<file path="config.mk">
export PLATFORM = sky130hd
export DESIGN_NAME = fpgm_seq
export DESIGN_NICKNAME = d
export VERILOG_FILES = /design/src/rtl/fpgm_pkg.sv /design/src/rtl/fpgm_wait.sv /design/src/rtl/fpgm_buscyc.sv /design/src/rtl/fpgm_seq.sv
export SDC_FILE = /design/constraint.sdc
export NUM_CORES = 1
export LEC_CHECK = 0
export BUFFER_PORTS_ARGS = -buffer_cell sky130_fd_sc_hd__buf_4
export CORE_ASPECT_RATIO = 0.6
export CORE_UTILIZATION = 51
export CTS_BUF_LIST = sky130_fd_sc_hd__clkbuf_4
export DETAILED_ROUTE_END_ITERATION = 8
export PLACE_DENSITY = 0.69
export SLEW_MARGIN = 0
export SYNTH_ARGS = -nofsm -noshare
export SYNTH_HDL_FRONTEND = slang
export SYNTH_SLANG_ARGS = --single-unit
</file>
<file path="constraint.sdc">
create_clock -name clk -period 3.4 [get_ports clk]
set_input_delay 0.51 -clock clk [delete_from_list [all_inputs] [get_ports clk]]
set_output_delay 0.51 -clock clk [all_outputs]
set_load 0.02 [all_outputs]
</file>
<file path="src/rtl/fpgm_pkg.sv">
package fpgm_pkg;

  typedef enum logic [3:0] {
    S_IDLE, S_FETCH, S_SETUP, S_PROG, S_PWAIT,
    S_VCMD, S_VWAIT, S_VREAD, S_CMP, S_RDCMD, S_REL
  } seq_st_t;

  typedef enum logic [2:0] {
    B_IDLE, B_SET, B_STRB, B_HOLD, B_RD
  } bus_st_t;

  localparam logic [7:0] OP_PGM_SETUP  = 8'h40;
  localparam logic [7:0] OP_PGM_VERIFY = 8'hC0;
  localparam logic [7:0] OP_READ_ARRAY = 8'h00;

endpackage

</file>
<file path="src/rtl/fpgm_wait.sv">
module fpgm_wait #(
  parameter int TW = 12
) (
  input  logic          clk,
  input  logic          rst,
  input  logic          load,
  input  logic [TW-1:0] val,
  output logic          fire
);

  logic [TW-1:0] cnt;

  always_ff @(posedge clk) begin
    if (rst) begin
      cnt  <= '0;
      fire <= 1'b0;
    end else begin
      fire <= 1'b0;
      if (load) begin
        cnt <= val;
      end else if (cnt != '0) begin
        cnt <= cnt - 1'b1;
        if (cnt == TW'(1)) fire <= 1'b1;
      end
    end
  end

  AST_FIRE_AFTER_COUNT: assert property (@(posedge clk) disable iff (rst)
    fire |-> $past(cnt) == TW'(1));

endmodule

</file>
<file path="src/rtl/fpgm_buscyc.sv">
module fpgm_buscyc
  import fpgm_pkg::*;
#(
  parameter int AW     = 17,
  parameter int DW     = 8,
  parameter int WE_CYC = 15,
  parameter int RD_CYC = 30
) (
  input  logic          clk,
  input  logic          rst,
  input  logic          go,
  input  logic          is_rd,
  input  logic [AW-1:0] addr,
  input  logic [DW-1:0] wdata,
  output logic          ce_n,
  output logic          oe_n,
  output logic          we_n,
  output logic [AW-1:0] a_o,
  output logic [DW-1:0] dq_o,
  output logic          dq_oe,
  input  logic [DW-1:0] dq_i,
  output logic [DW-1:0] rdata,
  output logic          op_done
);

  localparam int CMAX = (WE_CYC > RD_CYC) ? WE_CYC : RD_CYC;
  localparam int CNW  = $clog2(CMAX + 1);

  bus_st_t        st;
  logic [CNW-1:0] cnt;

  always_ff @(posedge clk) begin
    if (rst) begin
      st      <= B_IDLE;
      cnt     <= '0;
      ce_n    <= 1'b1;
      oe_n    <= 1'b1;
      we_n    <= 1'b1;
      dq_oe   <= 1'b0;
      a_o     <= '0;
      dq_o    <= '0;
      rdata   <= '0;
      op_done <= 1'b0;
    end else begin
      op_done <= 1'b0;
      unique case (st)
        B_IDLE: if (go) begin
          a_o  <= addr;
          dq_o <= wdata;
          ce_n <= 1'b0;
          cnt  <= '0;
          if (is_rd) begin
            oe_n <= 1'b0;
            st   <= B_RD;
          end else begin
            dq_oe <= 1'b1;
            st    <= B_SET;
          end
        end
        B_SET: begin
          we_n <= 1'b0;
          cnt  <= '0;
          st   <= B_STRB;
        end
        B_STRB: begin
          if (cnt == CNW'(WE_CYC - 1)) begin
            we_n <= 1'b1;
            st   <= B_HOLD;
          end else begin
            cnt <= cnt + 1'b1;
          end
        end
        B_HOLD: begin
          ce_n    <= 1'b1;
          dq_oe   <= 1'b0;
          op_done <= 1'b1;
          st      <= B_IDLE;
        end
        B_RD: begin
          if (cnt == CNW'(RD_CYC - 1)) begin
            rdata   <= dq_i;
            oe_n    <= 1'b1;
            ce_n    <= 1'b1;
            op_done <= 1'b1;
            st      <= B_IDLE;
          end else begin
            cnt <= cnt + 1'b1;
          end
        end
        default: st <= B_IDLE;
      endcase
    end
  end

  AST_WE_NEEDS_CE: assert property (@(posedge clk) disable iff (rst)
    !we_n |-> !ce_n);

  AST_NO_DRIVE_ON_READ: assert property (@(posedge clk) disable iff (rst)
    !oe_n |-> !dq_oe);

  AST_STROBES_EXCLUSIVE: assert property (@(posedge clk) disable iff (rst)
    !(!oe_n && !we_n));

endmodule

</file>
<file path="src/rtl/fpgm_seq.sv">
module fpgm_seq
  import fpgm_pkg::*;
#(
  parameter int AW         = 17,
  parameter int DW         = 8,
  parameter int CW         = 17,
  parameter int MAX_PULSES = 25,
  parameter int PROG_CYC   = 2500,
  parameter int VER_CYC    = 1500,
  parameter int WE_CYC     = 15,
  parameter int RD_CYC     = 30
) (
  input  logic          clk,
  input  logic          rst,
  input  logic          start,
  input  logic [AW-1:0] base_addr,
  input  logic [CW-1:0] byte_cnt,
  output logic          src_req,
  input  logic          src_valid,
  input  logic [DW-1:0] src_data,
  output logic          fl_ce_n,
  output logic          fl_oe_n,
  output logic          fl_we_n,
  output logic [AW-1:0] fl_addr,
  output logic [DW-1:0] fl_dq_o,
  output logic          fl_dq_oe,
  input  logic [DW-1:0] fl_dq_i,
  output logic          vpp_req,
  output logic          done,
  output logic          fail
);

  localparam int TMAX = (PROG_CYC > VER_CYC) ? PROG_CYC : VER_CYC;
  localparam int TW   = $clog2(TMAX + 2);
  localparam int PCW  = $clog2(MAX_PULSES + 1);

  seq_st_t        st;
  logic [AW-1:0]  cur_addr;
  logic [CW-1:0]  left;
  logic [DW-1:0]  exp_d;
  logic [PCW-1:0] pcnt;
  logic           err;

  logic           bus_go, bus_rd, bus_done;
  logic [AW-1:0]  bus_a;
  logic [DW-1:0]  bus_d, bus_rdata;
  logic           tmr_load, tmr_fire;
  logic [TW-1:0]  tmr_val;

  fpgm_buscyc #(.AW(AW), .DW(DW), .WE_CYC(WE_CYC), .RD_CYC(RD_CYC)) u_bus (
    .clk(clk), .rst(rst), .go(bus_go), .is_rd(bus_rd), .addr(bus_a),
    .wdata(bus_d), .ce_n(fl_ce_n), .oe_n(fl_oe_n), .we_n(fl_we_n),
    .a_o(fl_addr), .dq_o(fl_dq_o), .dq_oe(fl_dq_oe), .dq_i(fl_dq_i),
    .rdata(bus_rdata), .op_done(bus_done)
  );

  fpgm_wait #(.TW(TW)) u_wait (
    .clk(clk), .rst(rst), .load(tmr_load), .val(tmr_val), .fire(tmr_fire)
  );

  always_ff @(posedge clk) begin
    if (rst) begin
      st       <= S_IDLE;
      cur_addr <= '0;
      left     <= '0;
      exp_d    <= '0;
      pcnt     <= '0;
      err      <= 1'b0;
      src_req  <= 1'b0;
      vpp_req  <= 1'b0;
      done     <= 1'b0;
      fail     <= 1'b0;
      bus_go   <= 1'b0;
      bus_rd   <= 1'b0;
      bus_a    <= '0;
      bus_d    <= '0;
      tmr_load <= 1'b0;
      tmr_val  <= '0;
    end else begin
      bus_go   <= 1'b0;
      tmr_load <= 1'b0;
      done     <= 1'b0;
      unique case (st)
        S_IDLE: if (start) begin
          cur_addr <= base_addr;
          left     <= byte_cnt;
          err      <= 1'b0;
          fail     <= 1'b0;
          vpp_req  <= 1'b1;
          if (byte_cnt == '0) begin
            bus_go <= 1'b1;
            bus_rd <= 1'b0;
            bus_a  <= base_addr;
            bus_d  <= DW'(OP_READ_ARRAY);
            st     <= S_RDCMD;
          end else begin
            src_req <= 1'b1;
            st      <= S_FETCH;
          end
        end
        S_FETCH: if (src_valid) begin
          exp_d   <= src_data;
          src_req <= 1'b0;
          pcnt    <= '0;
          bus_go  <= 1'b1;
          bus_rd  <= 1'b0;
          bus_a   <= cur_addr;
          bus_d   <= DW'(OP_PGM_SETUP);
          st      <= S_SETUP;
        end
        S_SETUP: if (bus_done) begin
          bus_go <= 1'b1;
          bus_rd <= 1'b0;
          bus_a  <= cur_addr;
          bus_d  <= exp_d;
          st     <= S_PROG;
        end
        S_PROG: if (bus_done) begin
          tmr_load <= 1'b1;
          tmr_val  <= TW'(PROG_CYC);
          st       <= S_PWAIT;
        end
        S_PWAIT: if (tmr_fire) begin
          bus_go <= 1'b1;
          bus_rd <= 1'b0;
          bus_a  <= cur_addr;
          bus_d  <= DW'(OP_PGM_VERIFY);
          st     <= S_VCMD;
        end
        S_VCMD: if (bus_done) begin
          tmr_load <= 1'b1;
          tmr_val  <= TW'(VER_CYC);
          st       <= S_VWAIT;
        end
        S_VWAIT: if (tmr_fire) begin
          bus_go <= 1'b1;
          bus_rd <= 1'b1;
          bus_a  <= cur_addr;
          st     <= S_VREAD;
        end
        S_VREAD: if (bus_done) st <= S_CMP;
        S_CMP: begin
          bus_rd <= 1'b0;
          bus_a  <= cur_addr;
          if (bus_rdata == exp_d) begin
            if (left == CW'(1)) begin
              bus_go <= 1'b1;
              bus_d  <= DW'(OP_READ_ARRAY);
              st     <= S_RDCMD;
            end else begin
              cur_addr <= cur_addr + 1'b1;
              left     <= left - 1'b1;
              src_req  <= 1'b1;
              st       <= S_FETCH;
            end
          end else if (pcnt == PCW'(MAX_PULSES - 1)) begin
            err    <= 1'b1;
            bus_go <= 1'b1;
            bus_d  <= DW'(OP_READ_ARRAY);
            st     <= S_RDCMD;
          end else begin
            pcnt   <= pcnt + 1'b1;
            bus_go <= 1'b1;
            bus_d  <= DW'(OP_PGM_SETUP);
            st     <= S_SETUP;
          end
        end
        S_RDCMD: if (bus_done) begin
          vpp_req <= 1'b0;
          st      <= S_REL;
        end
        S_REL: begin
          done <= 1'b1;
          fail <= err;
          st   <= S_IDLE;
        end
        default: st <= S_IDLE;
      endcase
    end
  end

  // cycles since the last rising write strobe, saturating
  logic [TW-1:0] wr_gap;
  logic          we_q;
  always_ff @(posedge clk) begin
    if (rst) begin
      wr_gap <= '1;
      we_q   <= 1'b1;
    end else begin
      we_q <= fl_we_n;
      if (!we_q && fl_we_n)  wr_gap <= '0;
      else if (wr_gap != '1) wr_gap <= wr_gap + 1'b1;
    end
  end

  AST_READ_RECOVERY: assert property (@(posedge clk) disable iff (rst)
    $fell(fl_oe_n) |-> wr_gap >= TW'(VER_CYC));

  AST_VPP_ON_WRITE: assert property (@(posedge clk) disable iff (rst)
    !fl_we_n |-> vpp_req);

  AST_DONE_VPP_LOW: assert property (@(posedge clk) disable iff (rst)
    done |-> !vpp_req && fl_ce_n);

  AST_PULSE_BOUND: assert property (@(posedge clk) disable iff (rst)
    pcnt <= PCW'(MAX_PULSES - 1));

  AST_SRC_ONLY_FETCH: assert property (@(posedge clk) disable iff (rst)
    src_req |-> vpp_req && !err);

endmodule

</file>
==> impl_metrics.tcl, run 1 <==
set metrics [dict create \
    status "finished, final reports clean" \
    ys_seq_area_share_pct 38.91 \
    fin_nets 1042 \
    portBuffers 86 \
    hold_viol 0 \
    multi_input_area_um2 4233 \
    top_layer "met4" \
    place_congestion 0.8248 \
    grt_max_degree 71 \
    postCtsResizedCells 0 \
    vias 6978 \
    critPathArrivalTime_ns 3.19 \
    grt_pass1_wl_um 32220 \
    clock_path_buffers 2 \
    dieWidth_um 158.7 \
    synth_commonest_cells "nand2_1 (158), dfxtp_1 (146), a21oi_1 (126), nor2_1 (61), clkbuf_1 (49)" \
    path_max_fanout 19 \
    syn_to_final_growth_pct 13.62 \
    antenna_found_initial 0 \
    num_rows 33 \
    final_layout_size_suffix_gt1_share_pct 16.77 \
    synthCells 920 \
    cp.required_ns 3.88 \
    grt_usage_pct 27.23 \
    wl_met3_um 1327 \
    placed_cell_area_um2 8272 \
    dpl.cell_count 1150 \
    worst_slack_ns 0.6856 \
    wl_met2_um 7957 \
    yosys_warnings 0 \
    max_freq_ghz 0.3684 \
    overflow 0 \
    cts_setup_buffers 0 \
    holdWs_ns 0.1639 \
    leakage_nw 3.155 \
    holdCritStartpoint "fl_dq_i[0]" \
    wire_per_inst_um 16.81 \
    die_h_um 96.01 \
    viasPerCell 5.904 \
    synth_top_area_share_pct 38.91 \
    slew_violations 0 \
    fin_skew_ns 0.03062 \
    remaining_drc_errors 0 \
    irDropWorstVdd_uv 326.9 \
    setup_viol 0 \
    first_iter_violations 605 \
    hold_depth 3 \
    ant_nets 0 \
    wl_met1_um 10450 \
    synth_seq_cells 146 \
    ctsHoldBuffers 0 \
    cts_inserted_buffers 17 \
    grt_pass1_vias 6194 \
    place_ws_ns 0.7727 \
    synthFlopType "dfxtp_1" \
    drv_cap 0 \
    syn_nets 985 \
    clockRootBuffer "clkbuf_4" \
    yosys-top-cells-area "dfxtp_1 (39%), a21oi_1 (8.4%), nand2_1 (7.9%)" \
    rr_endpoint "cur_addr[11]$_SDFFE_PP0P_" \
    reg2reg_depth 5 \
    core_um2 14000 \
    hold-path-endpoint "u_bus.rdata[0]$_SDFFE_PP0P_" \
    tightest_slew_ns 1.012 \
    grt_setup_unrepaired "false" \
    yosysTopAreaCell "dfxtp_1" \
    startpoint_type "flip-flop" \
    synth_area_per_cell_um2 8.165 \
    htreeDepth 4 \
    hpwl_um 13580 \
    hold_class "input port to flip-flop" \
    r2r_start "st[1]$_SDFFE_PP0P_" \
    antenna_cells 0 \
    synth-edff-count 0 \
    io_pins 87 \
    syn-cell-area_um2 7512 \
    ff2ff_setup_slack_ns 0.69 \
    min_period_ns 2.714 \
    slew_headroom_pct 31.94 \
    initial_core_util_pct 53.67 \
    p_per_area_nw_per_um2 685.4 \
    fin_setup_tns_ns 0 \
    nFillCells 1317 \
    firstDrtPassIters 5 \
    drt-total-wl_um 19870 \
    fin_cells 1182 \
    clock_latency_ns 0.56 \
    clk_pin_slew_ns 0.16 \
    cts_tree "yes" \
    crit_type "flip-flop to flip-flop" \
    async_flop_share_pct 0 \
    critPathCaptureType "flip-flop" \
    ys_types 74 \
    seqCellArea_um2 2923 \
    cts.sinks 146 \
    dieArea_um2 15240 \
    yosysMostFrequentCell "nand2_1" \
    period_share_pct 79.83 \
    finish.instance_area_um2 8536 \
]
-- cells in the final DEF (no fill, tap or decap), types with 4 or more instances in the layout --
cell type / n
nand2_1: 158
dfxtp_1: 146
a21oi_1: 126
buf_4: 104
nor2_1: 61
mux2i_1: 38
o21ai_0: 25
nor3_1: 21
inv_1: 20
a311oi_1: 20
nand3_1: 20
xnor2_1: 17
clkbuf_4: 17
nor4_1: 14
nand4_1: 14
a31oi_1: 12
ha_1: 11
and4_1: 9
o32ai_2: 8
or3_1: 8
nand2b_1: 7
nor3b_1: 6
a22oi_1: 6
o32ai_1: 6
a221oi_1: 6
nor2b_1: 5
inv_6: 5
nor4b_1: 4
or4_1: 4
o22ai_1: 4
nand4b_1: 4
o2111ai_1: 4
clkinv_4: 4
inv_8: 4
-- power breakdown --
| group | leakage (nW) | internal, mW | switching, mW |
|---|---|---|---|
| clock network | 0.146 | 0.323 | 0.748 |
| logic | 1.82 | 0.979 | 1.44 |
| registers | 1.19 | 2.01 | 0.349 |
-- how the worst max path moves through the flow --
| stage | from | end | slack (ns) | depth (start not counted) |
|---|---|---|---|---|
| 5_1_grt | st[1]$_SDFFE_PP0P_ | cur_addr[11]$_SDFFE_PP0P_ | 0.46 | 5 |
| 4_1_cts | st[1]$_SDFFE_PP0P_ | cur_addr[11]$_SDFFE_PP0P_ | 0.70 | 5 |
| 3_5_place_dp | st[1]$_SDFFE_PP0P_ | cur_addr[11]$_SDFFE_PP0P_ | 0.77 | 5 |
| 3_3_place_gp | st[2]$_SDFFE_PP0P_ | bus_a[1]$_SDFFE_PP0P_ | 0.91 | 5 |
| 2_1_floorplan | st[1]$_SDFFE_PP0P_ | left[4]$_SDFFE_PP0P_ | 1.42 | 7 |
| 6_report | st[1]$_SDFFE_PP0P_ | cur_addr[11]$_SDFFE_PP0P_ | 0.69 | 5 |
-- area by class of cell --
class | count | area share (%)
clock buffer | 17 | 1.495
tap | 192 | 2.814
clock inverter | 15 | 1.598
sequential | 146 | 34.24
timing repair buffer | 105 | 9.381
multi-input combinational | 687 | 49.59
inverter | 20 | 0.8795
-- stage by stage --
step | util (%) | total power [mW]
6_report | 60.98 | 5.850
5_1_grt | 60.98 | 6.257
4_1_cts | 60.98 | 5.842
3_5_place_dp | 59.10 | 4.775
3_3_place_gp | 59.10 | 4.757
2_1_floorplan | - | 4.184
-- worst max-delay path, stage by stage (launching register included) --
cell	delay (ns)
dfxtp_1	0.54
nor4_1	0.74
nand2_1	0.59
buf_4	0.37
a221o_1	0.32
o21ai_0	0.07
-- flip-flops by register name (all words and copies together) (netlist names), 3 cells and up --
register / cells
bus_a: 17
bus_d: 8
cur_addr: 17
exp_d: 8
left: 17
pcnt: 5
st: 4
tmr_val: 3
u_bus.a_o: 17
u_bus.cnt: 5
u_bus.dq_o: 8
u_bus.rdata: 8
u_bus.st: 3
u_wait.cnt: 12
-- logic make-up after synthesis --
group	share of synthesized area, %
AOI/OAI and AO/OA	23.10
xor gates and xnor gates	2.332
adders and majority gates	1.832
buffers and inverters	4.913
DFF	38.91
muxes	5.063
and+or+nand+nor	23.85
-- routing by layer --
metal,global-route usage [%],vias to the layer above
met5,0,-
met4,6.410,0
met3,5.043,16
met2,38.56,260
met1,41.81,3206
li1,-,3496
(Power assumes the default switching activity.)
==> run 2: changes to the inputs <==
Settings changed: PLACE_DENSITY 0.69 to 0.72.
Clock period 3.4 ns to 2.3 ns, I/O delays scaled along.
==> impl_metrics.tcl, run 2 (synthesis results as in run 1) <==
set metrics [dict create \
    status "finished, final reports clean" \
    io_pins 87 \
    grt_setup_unrepaired "false" \
    cts.sinks 146 \
    clk_pin_slew_ns 0.13 \
    viasPerCell 5.922 \
    syn_to_final_growth_pct 19.70 \
    reg2reg_depth 7 \
    dieArea_um2 15240 \
    cp.required_ns 2.78 \
    ant_nets 0 \
    place_congestion 0.8498 \
    grt_max_degree 66 \
    fin_nets 1081 \
    leakage_nw 3.397 \
    first_iter_violations 641 \
    overflow 0 \
    clock_path_buffers 2 \
    core_um2 14000 \
    r2r_start "left[1]$_SDFFE_PP0P_" \
    slew_headroom_pct 47.14 \
    p_per_area_nw_per_um2 1025 \
    finish.instance_area_um2 8992 \
    wire_per_inst_um 16.48 \
    fin_skew_ns 0.03280 \
    crit_type "flip-flop to flip-flop" \
    cts_inserted_buffers 17 \
    setup_viol 0 \
    max_freq_ghz 0.4643 \
    num_rows 33 \
    placed_cell_area_um2 8589 \
    grt_pass1_wl_um 32290 \
    clockRootBuffer "clkbuf_4" \
    min_period_ns 2.154 \
    irDropWorstVdd_uv 528.4 \
    cts_setup_buffers 0 \
    final_layout_size_suffix_gt1_share_pct 19.05 \
    drt-total-wl_um 20120 \
    htreeDepth 4 \
    worst_slack_ns 0.1463 \
    tightest_slew_ns 0.7856 \
    portBuffers 86 \
    dieWidth_um 158.7 \
    fin_setup_tns_ns 0 \
    initial_core_util_pct 53.67 \
    hold_viol 0 \
    final_cell_mix "nand2_1 (158), dfxtp_1 (146), a21oi_1 (126)" \
    drv_cap 0 \
    ff2ff_setup_slack_ns 0.15 \
    antenna_cells 0 \
    period_share_pct 93.64 \
    slew_violations 0 \
    antenna_found_initial 0 \
    cts_tree "yes" \
    place_ws_ns -0.1953 \
    critPathArrivalTime_ns 2.64 \
    firstDrtPassIters 5 \
    nFillCells 1245 \
    clock_latency_ns 0.55 \
    vias 7231 \
    p_total_mw 9.219 \
    final_common_cell "nand2_1" \
    hold_class "input port to flip-flop" \
    hold-path-endpoint "u_bus.rdata[7]$_SDFFE_PP0P_" \
    die_h_um 96.01 \
    path_max_fanout 18 \
    hold_depth 3 \
    hpwl_um 13880 \
    startpoint_type "flip-flop" \
    rr_endpoint "cur_addr[0]$_SDFFE_PP0P_" \
    grt_usage_pct 27.17 \
    grt_pass1_vias 6296 \
    remaining_drc_errors 0 \
    holdCritStartpoint "fl_dq_i[7]" \
    critPathCaptureType "flip-flop" \
]
## run 2: how the worst max path moves through the flow
stage	from	endpoint	slack (ns)	cells past startpoint
5_1_grt	left[1]$_SDFFE_PP0P_	cur_addr[0]$_SDFFE_PP0P_	0.01	7
3_3_place_gp	left[1]$_SDFFE_PP0P_	cur_addr[0]$_SDFFE_PP0P_	-0.14	7
2_1_floorplan	st[1]$_SDFFE_PP0P_	left[4]$_SDFFE_PP0P_	0.32	7
4_1_cts	st[0]$_SDFFE_PP0P_	bus_a[9]$_SDFFE_PP0P_	0.13	5
3_5_place_dp	left[1]$_SDFFE_PP0P_	cur_addr[0]$_SDFFE_PP0P_	-0.20	7
6_report	left[1]$_SDFFE_PP0P_	cur_addr[0]$_SDFFE_PP0P_	0.15	7
## run 2: timing repair
item / in CTS / in global routing
endpoints found under the hold margin: 8 / 2
endpoints found under the setup margin: 18 / 1
hold buffers: 8 / 2
resized for setup: 1 / 1
cloned: 0 / 0
## run 2: final cells by class
| class | instances | area, um^2 | share of cell area (%) |
|---|---|---|---|
| clock buffers | 17 | 127.6 | 1.419 |
| inverters | 20 | 75.07 | 0.8348 |
| repair buffers | 144 | 1219 | 13.55 |
| multi-input cells | 687 | 4240 | 47.15 |
| well taps | 192 | 240.2 | 2.671 |
| clock inverters | 15 | 167.7 | 1.864 |
| flip-flops and latches | 146 | 2923 | 32.50 |
## run 2: metal layers
| metal | vias to the layer above | wire, um | track usage, % |
|---|---|---|---|
| li1 | 3572 | - | - |
| met1 | 3363 | 10060 | 41.13 |
| met2 | 278 | 8379 | 39.25 |
| met3 | 18 | 1475 | 5.043 |
| met4 | 0 | 205 | 6.410 |
| met5 | - | 0 | 0 |
## run 2: worst max-delay path: stages, from the launching register on
cell and delay [ns]:
dfxtp_1 0.34, inv_1 0.07, ha_1 0.13, nor4b_1 0.35, and4_1 0.31, nor4_4 0.07, nor2_4 0.53, o221a_2 0.30
## run 2: power by group
group	switching [mW]	total, mW	internal [mW]
Sequential	0.408	3.38	2.97
Clock	1.04	1.72	0.679
Combinational	2.33	4.12	1.79
Total	3.78	9.22	5.44
## run 2: through the flow
step / utilization [%] / hold WS, ns / instances
after global routing: 64.24 / 0.001730 / 1221
after global placement: 61.37 / 0.4407 / 1179
after detailed placement: 61.37 / 0.4447 / 1179
final: 64.24 / 0.04373 / 1221
after CTS: 64.08 / 0.006668 / 1219
after floorplan: - / 0.4316 / 920
